[config.mk]
export PLATFORM = sky130hd
export DESIGN_NAME = seq_mul
export DESIGN_NICKNAME = d
export VERILOG_FILES = /design/src/rtl/seq_mul_pkg.sv /design/src/rtl/seq_mul_ctrl.sv /design/src/rtl/seq_mul_dp.sv /design/src/rtl/seq_mul.sv
export SDC_FILE = /design/constraint.sdc
export NUM_CORES = 1
export LEC_CHECK = 0
export ABC_AREA = 1
export BUFFER_PORTS_ARGS = -buffer_cell sky130_fd_sc_hd__buf_4
export CAP_MARGIN = 15
export CORE_AREA = 2 2 154 156
export CTS_BUF_LIST = sky130_fd_sc_hd__clkbuf_8
export DETAILED_ROUTE_END_ITERATION = 7
export DIE_AREA = 0 0 156 158
export SETUP_SLACK_MARGIN = 0.02
export SLEW_MARGIN = 20
export SYNTH_ARGS = -nofsm -noshare
export SYNTH_HDL_FRONTEND = slang
export SYNTH_HIERARCHICAL = 1
export SYNTH_SLANG_ARGS = --single-unit
[constraint.sdc]
create_clock -name clk -period 4.4 [get_ports clk]
set_clock_uncertainty 0.15 [all_clocks]
set_input_delay 0.88 -clock clk [delete_from_list [all_inputs] [get_ports clk]]
set_output_delay 0.88 -clock clk [all_outputs]
set_load 0.02 [all_outputs]
[src/rtl/seq_mul_pkg.sv]
package seq_mul_pkg;
  typedef enum logic [1:0] {
    ST_IDLE = 2'd0,
    ST_RUN  = 2'd1,
    ST_DONE = 2'd2
  } mul_state_t;
endpackage

[src/rtl/seq_mul_ctrl.sv]
module seq_mul_ctrl
  import seq_mul_pkg::*;
#(
  parameter int W = 32,
  localparam int CW = $clog2(W + 1)
) (
  input  logic clk,
  input  logic rst,
  input  logic start,
  output logic load,
  output logic step,
  output logic busy,
  output logic done
);
  mul_state_t        state;
  logic [CW-1:0]     left;

  assign load = start && (state != ST_RUN);
  assign step = (state == ST_RUN);

  always_ff @(posedge clk) begin
    if (rst) begin
      state <= ST_IDLE;
      left  <= '0;
      busy  <= 1'b0;
      done  <= 1'b0;
    end else begin
      done <= 1'b0;
      case (state)
        ST_RUN: begin
          if (left == CW'(1)) begin
            state <= ST_DONE;
            busy  <= 1'b0;
            done  <= 1'b1;
          end
          left <= left - CW'(1);
        end
        default: begin
          if (start) begin
            state <= ST_RUN;
            left  <= CW'(W);
            busy  <= 1'b1;
          end else begin
            state <= ST_IDLE;
          end
        end
      endcase
    end
  end

  // the step counter never exceeds W and is nonzero while running
  a_r3_count_range: assert property (@(posedge clk) disable iff (rst)
    (state == ST_RUN) |-> (left != '0 && left <= CW'(W)));
  // done never coincides with busy
  a_r4_done_not_busy: assert property (@(posedge clk) disable iff (rst)
    !(done && busy));
  // done only right after busy falls
  a_r4_done_after_busy: assert property (@(posedge clk) disable iff (rst)
    $rose(done) |-> $fell(busy));
  // start while running leaves the counter moving down
  a_r7_no_restart: assert property (@(posedge clk) disable iff (rst)
    (state == ST_RUN && left > CW'(1) && start) |=> (left == $past(left) - CW'(1)));
endmodule

[src/rtl/seq_mul_dp.sv]
module seq_mul_dp #(
  parameter int W = 32
) (
  input  logic           clk,
  input  logic           rst,
  input  logic           load,
  input  logic           step,
  input  logic [W-1:0]   a_in,
  input  logic [W-1:0]   b_in,
  output logic [2*W-1:0] product
);
  logic [W-1:0] acc_q;
  logic [W-1:0] mplr_q;
  logic [W-1:0] mcand_q;
  logic [W-1:0] addend;
  logic [W:0]   sum;

  assign addend  = mplr_q[0] ? mcand_q : '0;
  assign sum     = {1'b0, acc_q} + {1'b0, addend};
  assign product = {acc_q, mplr_q};

  always_ff @(posedge clk) begin
    if (rst) begin
      acc_q   <= '0;
      mplr_q  <= '0;
      mcand_q <= '0;
    end else if (load) begin
      acc_q   <= '0;
      mplr_q  <= a_in;
      mcand_q <= b_in;
    end else if (step) begin
      acc_q   <= sum[W:1];
      mplr_q  <= {sum[0], mplr_q[W-1:1]};
    end
  end

  // the carry of each add lands in the accumulator top bit
  a_r6_carry_kept: assert property (@(posedge clk) disable iff (rst)
    (step && !load) |=> (acc_q[W-1] == $past(sum[W])));
  // product frozen when neither loading nor stepping
  a_r8_hold: assert property (@(posedge clk) disable iff (rst)
    (!$past(load) && !$past(step)) |-> $stable(product));
  // a load clears the accumulator
  a_r2_load_clears: assert property (@(posedge clk) disable iff (rst)
    load |=> (acc_q == '0));
endmodule

[src/rtl/seq_mul.sv]
module seq_mul #(
  parameter int W = 32
) (
  input  logic           clk,
  input  logic           rst,
  input  logic           start,
  input  logic [W-1:0]   a_in,
  input  logic [W-1:0]   b_in,
  output logic           busy,
  output logic           done,
  output logic [2*W-1:0] product
);
  logic load;
  logic step;

  seq_mul_ctrl #(.W(W)) u_ctrl (
    .clk(clk), .rst(rst), .start(start),
    .load(load), .step(step), .busy(busy), .done(done)
  );

  seq_mul_dp #(.W(W)) u_dp (
    .clk(clk), .rst(rst), .load(load), .step(step),
    .a_in(a_in), .b_in(b_in), .product(product)
  );

  // an accepted start raises busy next cycle
  a_r2_busy_rise: assert property (@(posedge clk) disable iff (rst)
    (start && !busy) |=> busy);
endmodule

# After elaboration in Yosys (flattened, before gate mapping)
# Cells that the tools add are included.
# totals
out_inout_bits,66
inputBits,67
regBits,106
word_cells,32
# op_classes
mux,12
reduce_logical,6
eq_ne,4
bitwise_logic,1
addsub,2
# op_table
cell,count
$mux W32,3
$add A32 B32 Y33,1
$mux W6,2
$eq A6 B1 Y1 const B,1
$sub A6 B1 Y6 const B,1
$mux W1,5
$mux W2,2
$ne A2 B1 Y1 const B,2
$reduce_bool A2 Y1,2
$reduce_or A2 Y1,2
$eq A2 B1 Y1 const B,1
$reduce_and A2 Y1,1
$logic_and A1 B1 Y1,1
$not A1 Y1,1

# Longest topological paths before layout
# Gate-level depths: netlist of run 1.
# logic_depth
word_depth,4
mapped_depth,17
depth_no_buf,15

# Cells and area by module
# The synthesis of run 1 kept the hierarchy.
# by_module_without_submodules
mod,cells_per_inst,seq_area_each_um2,area_per_inst_um2,instances
seq_mul_dp,1036,1921.8,6284.8,1
seq_mul_ctrl,68,200.2,503.0,1

# Worst setup path after synthesis of run 1
# OpenSTA, ideal clock, no wires.
# synth_timing
kind,flip-flop to flip-flop
startpoint,reg u_dp.mplr_q[0]
endpoint,reg u_dp.acc_q[30]
required_time_ns,4.141
setup_time_ns,0.109
synth_period_minus_slack_ns,2.367
slack_ns,2.033
path_stages_with_launch,18
n_path_buf,2
arrival_ns,2.108
cell_sequence,dfxtp_1 > clkbuf_1 > clkbuf_1 > nand2_1 > inv_1 > ha_1 > nand2_1 > inv_1 > a21oi_1 > nand2_1 > nand2_1 > nand2_2 > nand2_1 > nand2_1 > nand2_1 > nand3_1 > nand2_1 > inv_1
# synth_via
elab_chain_cells,2
# synth_lines
item,line,text
"start, declared",seq_mul_dp.sv:13,logic [W-1:0] mplr_q;
"start signal, assigned",seq_mul_dp.sv:29,mplr_q <= a_in;
"start signal, assigned",seq_mul_dp.sv:33,"mplr_q <= {sum[0], mplr_q[W-1:1]};"
$mux W32,seq_mul_dp.sv:18,assign addend = mplr_q[0] ? mcand_q : '0;
$add A32 B32 Y33,seq_mul_dp.sv:19,"assign sum = {1'b0, acc_q} + {1'b0, addend};"
"end signal, assigned",seq_mul_dp.sv:32,acc_q <= sum[W:1];
"end, declared",seq_mul_dp.sv:12,logic [W-1:0] acc_q;
# No other way between the ends.
# A chain may end at the register's enable or synchronous reset.

# Worst setup path after layout of run 1
# layout_timing
startpoint,reg u_dp.mplr_q[0]
endpoint,reg u_dp.acc_q[27]
# The elaborated chain is that of the path after synthesis.

==> metrics.csv, run 1 <==
stage;metric;value;unit
run_status;status;finished clean;
die;Core Box Area;23100;µm²
clocking;PostCTS Resize Cnt;0;
finish;ANT cells;0;
worst_setup_path;crit start category;flop;
worst_setup_path;reg-to-reg critical path endpoint;u_dp/acc_q[27];
sta;final setup fails;0;
clocking;CTS tree;yes;
global_routing;vias in the first global route;6558;
power_and_ir_drop;PwrDens;277;nW/µm²
power_and_ir_drop;Comb pwr share;0.246;
clocking;htree depth;3;
logic_synthesis;asr flop ratio synth;0;
routing;DR WL/cell;13.6;µm
sta;RSZ-0062 raised after global routing;false;
clocking;Post CTS Setup Buffer Count;0;
worst_setup_path;kind of end point of the critical path;flop;
logic_synthesis;Seq/Total Area, Yosys;0.313;
routing;DR vias;6958;
routing;DRC Markers;0;
clocking;Clk pin slew, worst setup/hold paths;120;ps
worst_setup_path;Reg2Reg Depth;14;
logic_synthesis;post-synth cell types;31;
logic_synthesis;number of flops mapped to enable cells by yosys;0;
sta;Worst-Margin Slew;659;ps
finish;share of cells above drive strength 1;0.156;
die;Die Area;24600;µm²
logic_synthesis;Mapped Nets;1206;
run;MaxCap Viol Count;0;
die;Die W;156;µm
sta;fmax;360;MHz
die;# IOs;133;
global_routing;met3 usage;0.0416;
routing;drt first pass iters;5;
global_routing;met1 usage;0.222;
die;Initial Util;0.294;
worst_setup_path;maximum fanout along the worst path;21;
sta;minimum clock period;2780;ps
die;chip height;158;µm
worst_setup_path;Reg2Reg Launch Point;u_dp/mplr_q[0];
routing;vias per cell;4.61;
placement;dpl ws;1630;ps
finish;flip-flop and latch area;2120;µm²
worst_setup_path;reg-to-reg slack, setup;1620;ps
logic_synthesis;Mapped Area;6790;µm²
routing;final WL;20.6;mm
finish;area delta synth->final;20.9;%
clocking;Clock Tree Root;clkbuf_8;
power_and_ir_drop;cell internal pwr;0.00148;W
sta;Final Slew Violations;0;
worst_hold_path;Worst Hold Class;flop to flop;
global_routing;Top Usage Layer GRT;met2;
sta;setup TNS;0;ps
worst_setup_path;Crit Path Category;flop to flop;
logic_synthesis;Synth warnings;6;
power_and_ir_drop;Sw Share;0.346;
placement;placed cells;1493;
finish;Finished Layout Cells;1508;
power_and_ir_drop;Leak Pwr;4.71;nW
die;FP Rows;56;
sta;Final Cycle Share;0.631;
placement;DP Wirelength;15.4;mm
global_routing;met2 Track Usage GR;0.271;
placement;Final GP Congestion;0.913;
sta;slew margin rel.;0.561;
finish;Util after Layout;0.356;
logic_synthesis;Synth Area per Inst;6.15;µm²
sta;Final Hold Fails;0;
finish;multi-input logic area;3770;µm²
global_routing;largest net degree at the start of global routing;66;
power_and_ir_drop;NetSw;0.000786;W
placement;IO buf count;132;
worst_setup_path;CP startpoint;u_dp/mplr_q[0];
worst_setup_path;CP Data Required Time;4560;ps
logic_synthesis;Synth Instances;1104;
global_routing;initial antenna violation count;0;
logic_synthesis;most common flop cell mapped by yosys;dfxtp_1;
global_routing;global-route wire length before repair;33.2;mm
power_and_ir_drop;share of power burned in registers;0.489;
clocking;CTS buffer count;9;
global_routing;Total GRT Usage;0.169;
clocking;clk_lat worst skew;390;ps
global_routing;global route overflow;0;
power_and_ir_drop;Overall Power;0.00227;W
clocking;hold buffer count at cts;0;
clocking;CTS Buffer Depth;2;
clocking;CTS Sinks;106;
finish;nets;1316;
finish;fill count;2543;
worst_setup_path;crit path to;u_dp/acc_q[27];
logic_synthesis;Synth Register Bits;106;
power_and_ir_drop;Clk pwr share;0.265;
sta;post-route setup slack;1620;ps
power_and_ir_drop;Peak VDD IR;146;µV
routing;Initial DRC Count;439;
worst_setup_path;WP data arrival;2940;ps
routing;antenna viol nets, final;0;
registers in the layout, indices dropped and copies added (netlist names):
signal and cells:
u_dp/acc_q 32, u_dp/mcand_q 32, u_dp/mplr_q 32, u_ctrl/left 6, u_ctrl/state 2, u_ctrl/busy 1
u_ctrl/done 1
through the flow:
step | instance area, µm² | hold slack [ps]
3_5_place_dp | 8030 | 329
4_1_cts | 8210 | 345
2_1_floorplan | 6790 | 300
3_3_place_gp | 8030 | 319
5_1_grt | 8210 | 364
6_report | 8210 | 345
synthesized netlist by cell type (3+ instances only):
master,n,share of area
nor2_1,208,0.12
a21oi_1,22,0.016
and2_1,3,0.0028
nor3_1,32,0.024
inv_1,187,0.10
clkbuf_1,24,0.013
o21ai_0,44,0.032
dfxtp_1,106,0.31
nand2_1,283,0.16
ha_1,34,0.063
nand2_2,9,0.0083
buf_1,3,0.0017
buf_2,14,0.010
nand3b_1,3,0.0033
nor2_4,3,0.0050
nor2_2,10,0.0092
inv_2,3,0.0017
xor2_1,14,0.018
nand3_2,6,0.0088
nand4_1,5,0.0046
nand3_1,42,0.031
o21ai_1,6,0.0044
o221ai_1,32,0.041
worst max-delay path, stage by stage (launching register included):
cell and delay (ps):
dfxtp_1 600, buf_4 350, nand2_1 140, inv_1 90, ha_1 280, a21oi_1 200, nor2_1 60, nor2_1 190
nand2_1 110, a21oi_1 210, nand2_1 70, nand2_1 60, nand3_1 60, nand2_1 80, inv_1 30
metal layers:
layer / share of wire / routed length [µm]
met3: 0.070 / 1440
met5: 0 / 0
met2: 0.44 / 9120
met1: 0.47 / 9610
met4: 0.019 / 397
worst min-delay path by stage:
| stage | startpoint | to | cells past startpoint |
|---|---|---|---|
| detailed placement | u_ctrl/left[0] | u_ctrl/left[0] | 2 |
| global placement | u_ctrl/left[0] | u_ctrl/left[0] | 2 |
| global route | u_ctrl/left[0] | u_ctrl/left[0] | 2 |
| finish | u_ctrl/left[0] | u_ctrl/left[0] | 2 |
| CTS | u_ctrl/left[0] | u_ctrl/left[0] | 2 |
| floorplan | u_ctrl/left[0] | u_ctrl/left[0] | 2 |
kinds of logic after synthesis:
kind of cell	after synthesis	synth area share
XOR/XNOR	14	0.0181
buffers and inverters	233	0.131
adder cells (fa/ha/maj)	35	0.0656
AND/OR/NAND/NOR	608	0.373
AO/OA/AOI/OAI	108	0.0990
flip-flops	106	0.313
final cells by class:
type | instances | area share
inverters | 192 | 0.0878
flip-flops and latches | 106 | 0.259
clock buffers | 10 | 0.0168
multi-input cells | 765 | 0.460
clock inverters | 5 | 0.00488
well taps | 290 | 0.0442
repair buffers | 140 | 0.128
cell usage in the layout (no fill, tap or decap), types with 9 or more instances in the layout:
cell type / synthesis / layout
nand2_1: 283 / 283
nor2_1: 208 / 208
inv_1: 187 / 186
buf_4: 0 / 140
dfxtp_1: 106 / 106
o21ai_0: 44 / 44
nand3_1: 42 / 42
ha_1: 34 / 34
nor3_1: 32 / 32
o221ai_1: 32 / 32
a21oi_1: 22 / 22
xor2_1: 14 / 14
clkbuf_8: 0 / 10
nor2_2: 10 / 10
nand2_2: 9 / 9
power by group through the flow:
stage	combinational, W	sequential (W)	clock (W)
global placement	0.000554	0.00113	0
floorplan	0.000297	0.00117	0
CTS	0.000562	0.00111	0.000620
global route	0.000621	0.00112	0.000660
finish	0.000558	0.00111	0.000601
detailed placement	0.000560	0.00113	0
No activity file was read; power rests on OpenSTA's default activity.
==> run 2: changes to the inputs <==
clock period = 2.71 ns   (was 4.4 ns; I/O delays follow)
==> run 2 against run 1 <==
Compared with the run above:
- worst hold slack got worse by 130 ps
- utilization rose by 0.35 points
- critical path type unchanged
- wire length fell by 0.49%
- final cell count rose by 0.27%
- non-clock buffer count rose by 3
- sequential share of layout area fell by 0.25 points
- critical path depth rose by 1
- global-route usage fell by 0.12 points
- largest cell class unchanged
- via count barely moved
==> metrics.csv, run 2 (synthesized netlist as in run 1, its figures left out) <==
stage;metric;value;unit;change
run_status;status;finished clean;;
routing;vias per cell;4.60;;-0.31%
die;Die Area;24600;µm²;unchanged
sta;final setup fails;0;;unchanged
sta;fmax;419;MHz;+16%
finish;ANT cells;0;;unchanged
run;MaxCap Viol Count;0;;unchanged
die;Die W;156;µm;unchanged
clocking;htree depth;3;;unchanged
clocking;hold buffer count at cts;0;;unchanged
finish;Largest regs;u_dp/acc_q: 32 flops, u_dp/mcand_q: 32 flops, u_dp/mplr_q: 32 flops;;
finish;commonest non-fill, non-tap cell in the layout;nand2_1;;
worst_setup_path;WP data arrival;2530;ps;-410 ps
clocking;Post CTS Setup Buffer Count;0;;unchanged
worst_setup_path;Crit Path Category;flop to flop;;
placement;IO buf count;132;;unchanged
clocking;CTS buffer count;9;;unchanged
sta;minimum clock period;2390;ps;-388 ps
die;FP Rows;56;;unchanged
die;Initial Util;0.294;;unchanged
routing;Initial DRC Count;419;;-4.6%
sta;Final Slew Violations;0;;unchanged
placement;Final GP Congestion;0.914;;about the same
worst_setup_path;kind of end point of the critical path;flop;;
clocking;Clk pin slew, worst setup/hold paths;110;ps;about the same
power_and_ir_drop;Leak Pwr;4.76;nW;+1.1%
routing;antenna viol nets, final;0;;unchanged
clocking;Clock Tree Root;clkbuf_8;;
routing;final WL;20.5;mm;-0.49%
clocking;PostCTS Resize Cnt;0;;unchanged
sta;slew margin rel.;0.559;;-0.00161
die;# IOs;133;;unchanged
power_and_ir_drop;PwrDens;458;nW/µm²;+66%
global_routing;initial antenna violation count;0;;unchanged
placement;Placed Area;8080;µm²;+0.59%
global_routing;largest net degree at the start of global routing;53;;-20%
global_routing;global route overflow;0;;unchanged
sta;setup TNS;0;ps;unchanged
sta;Worst-Margin Slew;661;ps;+1.69 ps
worst_hold_path;Worst Hold Class;input pin to flop;;
routing;DR vias;6955;;-0.043%
placement;DP Wirelength;15.6;mm;+1.5%
sta;RSZ-0062 raised after global routing;false;;
worst_setup_path;CP Data Required Time;2850;ps;-1710 ps
clocking;clk_lat worst skew;390;ps;about the same
finish;most frequent cells in the layout;nand2_1, nor2_1, inv_1;;
routing;drt first pass iters;7;;+2
sta;Final Cycle Share;0.882;;+0.251
global_routing;vias in the first global route;6500;;-0.88%
finish;Util after Layout;0.360;;+0.00353
die;chip height;158;µm;unchanged
sta;Final Hold Fails;0;;unchanged
die;Core Box Area;23100;µm²;unchanged
global_routing;Total GRT Usage;0.168;;-0.00116
power_and_ir_drop;Peak VDD IR;335;µV;+130%
clocking;CTS tree;yes;;
finish;share of cells above drive strength 1;0.158;;+0.00194
clocking;CTS Buffer Depth;2;;unchanged
finish;area delta synth->final;22.1;%;
routing;DRC Markers;0;;unchanged
clocking;CTS Sinks;106;;unchanged
finish;fill count;2480;;-2.5%
routing;DR WL/cell;13.5;µm;-0.75%
global_routing;global-route wire length before repair;32.8;mm;-1.1%
finish;final design instance area without fill;8290;µm²;+0.99%
finish;nets;1319;;+0.23%
worst_setup_path;maximum fanout along the worst path;13;;-38%
worst_setup_path;crit start category;flop;;
-- run 2: routing by layer --
metal,wire length (µm),GRT usage,share of wire,up-vias
li1,-,-,-,3648
met1,9460,0.218,0.46,3090
met2,9180,0.276,0.45,203
met3,1570,0.0422,0.077,14
met4,250,0.0463,0.012,0
met5,0,0,0,-
-- run 2: critical path, stage by stage, from the launching register on --
cell      delay, ps
dfxtp_1         320
buf_4           170
nand2_1          80
inv_1            40
ha_1            210
fa_1            450
nand3_1         110
nand3_1         120
nand2_1         100
nand2_2          80
nand2_1          60
nand3b_1         90
nand2_1          70
nand2_1          50
o21ai_1         130
inv_1            40
-- run 2: report_power, final --
part	internal, W	switching (W)
Combinational	0.000368	0.000553
Sequential	0.00169	0.000112
Clock	0.000484	0.000592
Total	0.00254	0.00126
-- run 2: area by class of cell --
class                   count  area [µm²]  share of cell area
repair buffers            143        1100               0.133
flip-flops and latches    106        2120               0.256
clock buffers              11         151              0.0183
well taps                 290         363              0.0438
clock inverters             5        60.1             0.00725
inverters                 192         721              0.0869
multi-input cells         765        3770               0.455
-- run 2: per-stage QoR --
step | worst slack (ps) | std cells | hold slack (ps) | total power (W)
6_report | 321 | 1512 | 212 | 0.00380
3_5_place_dp | 333 | 1496 | 324 | 0.00276
5_1_grt | 58.8 | 1512 | 195 | 0.00402
4_1_cts | 295 | 1512 | 195 | 0.00386
2_1_floorplan | 343 | 1104 | 300 | 0.00238
3_3_place_gp | 387 | 1496 | 319 | 0.00276
-- run 2: path summary, 6_finish.rpt --
check	startpoint	end	slack, ps	cells past startpoint
worst min-delay path	b_in[24]	u_dp/mcand_q[24]	210	3
worst max register to register	u_dp/mplr_q[0]	u_dp/acc_q[15]	320	15
worst max-delay path	u_dp/mplr_q[0]	u_dp/acc_q[15]	320	15
worst min register to register	u_ctrl/busy	u_ctrl/busy	340	2
==> run 3: changes to the inputs <==
ABC_AREA = unset   (was 1)
CORE_AREA = 2 2 145 147   (was 2 2 154 156)
DIE_AREA = 0 0 147 149   (was 0 0 156 158)
==> run 3 against run 2 <==
Compared with the run above:
- the run now ends with negative setup slack left
- combinational power is 35% lower
- die area decreased by 11%
- total power shrank 11%
- synthesized cell count decreased by 37%
- sequential cell count unchanged
- register-to-register slack lost 440 ps
- clock power about the same
- critical path type unchanged
- largest power group unchanged
- highest routed layer unchanged
==> metrics.csv, run 3 <==
stage;metric;value;unit;change
sta;final setup fails;9;;+9
clocking;Clock Tree Root;clkbuf_8;;
power_and_ir_drop;Peak VDD IR;319;µV;-4.9%
routing;vias per cell;4.69;;+1.9%
sta;tightest hold margin;228;ps;+16.3 ps
run_status;status;complete, but fails checks;;
die;Die W;147;µm;-5.8%
logic_synthesis;Synth top area share;0.355;;+0.0422
global_routing;Total GRT Usage;0.154;;-0.0137
sta;Final Hold Fails;0;;unchanged
routing;DR WL/cell;14.4;µm;+6.2%
placement;dpl ws;-243;ps;-576 ps
placement;IO buf count;132;;unchanged
worst_setup_path;Crit Path Category;flop to flop;;
logic_synthesis;Mapped Nets;800;;-34%
worst_setup_path;kind of end point of the critical path;flop;;
sta;RSZ-0062 raised after global routing;true;;
die;Die Area;21900;µm²;-11%
sta;minimum clock period;2830;ps;+437 ps
finish;most frequent cells in the layout;buf_4, nor2_1, dfxtp_1;;
logic_synthesis;Seq/Total Area, Yosys;0.355;;+0.0422
routing;antenna viol nets, final;0;;unchanged
finish;share of cells above drive strength 1;0.333;;+0.175
finish;ANT cells;0;;unchanged
clocking;hold buffer count at cts;0;;unchanged
logic_synthesis;post-synth cell types;67;;+120%
logic_synthesis;most frequent cell after synthesis;nor2_1;;
routing;drt first pass iters;4;;-3
worst_hold_path;Worst Hold Class;input pin to flop;;
logic_synthesis;asr flop ratio synth;0;;unchanged
placement;Final GP Congestion;0.852;;-6.7%
logic_synthesis;Commonest cells post-synth;nor2_1, dfxtp_1, mux2i_1;;
logic_synthesis;Synth Register Bits;106;;unchanged
global_routing;vias in the first global route;5538;;-15%
power_and_ir_drop;Leak Pwr;3.69;nW;-22%
global_routing;initial antenna violation count;0;;unchanged
routing;DRC Markers;0;;unchanged
clocking;htree depth;3;;unchanged
run;MaxCap Viol Count;0;;unchanged
die;# IOs;133;;unchanged
logic_synthesis;Mapped Area;5980;µm²;-12%
sta;Final Slew Violations;0;;unchanged
finish;Largest regs;u_dp/acc_q: 32 flops, u_dp/mcand_q: 32 flops, u_dp/mplr_q: 32 flops;;
finish;fill count;2105;;-15%
clocking;CTS Buffer Depth;2;;unchanged
die;FP Rows;53;;-5.4%
sta;Worst-Margin Slew;617;ps;-43.9 ps
worst_setup_path;crit start category;flop;;
run_status;failing checks;negative setup slack;;
logic_synthesis;Synth Area per Inst;8.57;µm²;+39%
routing;Initial DRC Count;193;;-54%
sta;setup TNS;-793;ps;-793 ps
routing;final WL;16.7;mm;-19%
global_routing;largest net degree at the start of global routing;70;;+32%
power_and_ir_drop;PwrDens;404;nW/µm²;-12%
clocking;CTS Sinks;106;;unchanged
sta;fmax;354;MHz;-15%
finish;area delta synth->final;40.8;%;
power_and_ir_drop;Overall Power;0.00340;W;-11%
global_routing;global-route wire length before repair;27.3;mm;-17%
logic_synthesis;top cells by area, synth;dfxtp_1, mux2i_1, nor2_1;;
die;Initial Util;0.291;;-0.00352
worst_setup_path;CP Data Required Time;2830;ps;-20 ps
finish;nets;981;;-26%
global_routing;global route overflow;0;;unchanged
logic_synthesis;most common flop cell mapped by yosys;dfxtp_1;;
routing;DR vias;5433;;-22%
finish;Util after Layout;0.410;;+0.0500
finish;commonest non-fill, non-tap cell in the layout;buf_4;;
worst_setup_path;WP data arrival;2950;ps;+420 ps
sta;post-route setup slack;-117;ps;-437 ps
sta;Final Cycle Share;1.04;;+0.161
die;Core Box Area;20600;µm²;-11%
clocking;Clk pin slew, worst setup/hold paths;110;ps;about the same
clocking;CTS buffer count;9;;unchanged
clocking;clk_lat worst skew;390;ps;about the same
clocking;CTS tree;yes;;
logic_synthesis;post-synth top area cell;dfxtp_1;;
die;chip height;149;µm;-5.7%
logic_synthesis;Synth warnings;6;;unchanged
worst_setup_path;maximum fanout along the worst path;14;;+1
logic_synthesis;Synth Instances;698;;-37%
logic_synthesis;number of flops mapped to enable cells by yosys;0;;unchanged
sta;slew margin rel.;0.589;;+0.0297
placement;DP Wirelength;12.2;mm;-22%
run 3: metal layers:
layer	up-vias	track usage	wire length (µm)
li1	2797	-	-
met1	2480	0.188	7470
met2	141	0.262	7710
met3	15	0.0529	1250
met4	0	0.0375	222
met5	-	0	0
run 3: worst paths after layout:
check | cells after the start | end | slack, ps | from
setup / recovery | 10 | u_dp/acc_q[29] | -120 | u_dp/mplr_q[0]
hold / removal | 3 | u_dp/mplr_q[22] | 230 | a_in[22]
setup reg to reg | 10 | u_dp/acc_q[29] | -120 | u_dp/mplr_q[0]
hold reg to reg | 2 | u_dp/mcand_q[29] | 350 | u_dp/mcand_q[29]
run 3: cells by family after synthesis:
| kind of cell | share of synthesized area |
|---|---|
| AOI/OAI and AO/OA | 0.158 |
| muxes | 0.148 |
| xor gates and xnor gates | 0.0366 |
| buffers and inverters | 0.0377 |
| adders and majority gates | 0.0745 |
| and+or+nand+nor | 0.191 |
| DFF | 0.355 |
run 3: area by class of cell:
class | instances | area (µm²) | area share
clock buffers | 10 | 138 | 0.0163
clock inverters | 6 | 88.8 | 0.0106
inverters | 13 | 50.0 | 0.00594
multi-input cells | 540 | 4070 | 0.484
flip-flops and latches | 106 | 2130 | 0.252
well taps | 275 | 344 | 0.0409
repair buffers | 209 | 1600 | 0.190
run 3: where the power goes:
group	internal (W)	total, W	switching [W]
combinational	0.000286	0.000597	0.000311
clock	0.000548	0.00111	0.000562
sequential	0.00163	0.00169	0.0000572
run 3: through the flow:
step                instances  instance area (µm²)
floorplan                 698                 6130
global placement         1137                 7850
detailed placement       1137                 7850
CTS                      1155                 8240
global route             1159                 8420
finish                   1159                 8420
run 3: timing repair:
item / in CTS / in global routing
hold endpoints to repair: 0 / 0
setup endpoints to repair: 16 / 18
pin swaps: 16 / 19
setup buffers: 2 / 4
gates resized for setup: 21 / 27
run 3: worst max-delay path, cell delays in order, from the launching register on:
cell     delay, ps
dfxtp_4        380
buf_4          180
and2_1         200
ha_4           290
nand4_1        140
or4_4          550
o21ai_4        200
a31oi_4        110
nor2_2         160
mux2i_1         90
a311o_1        260
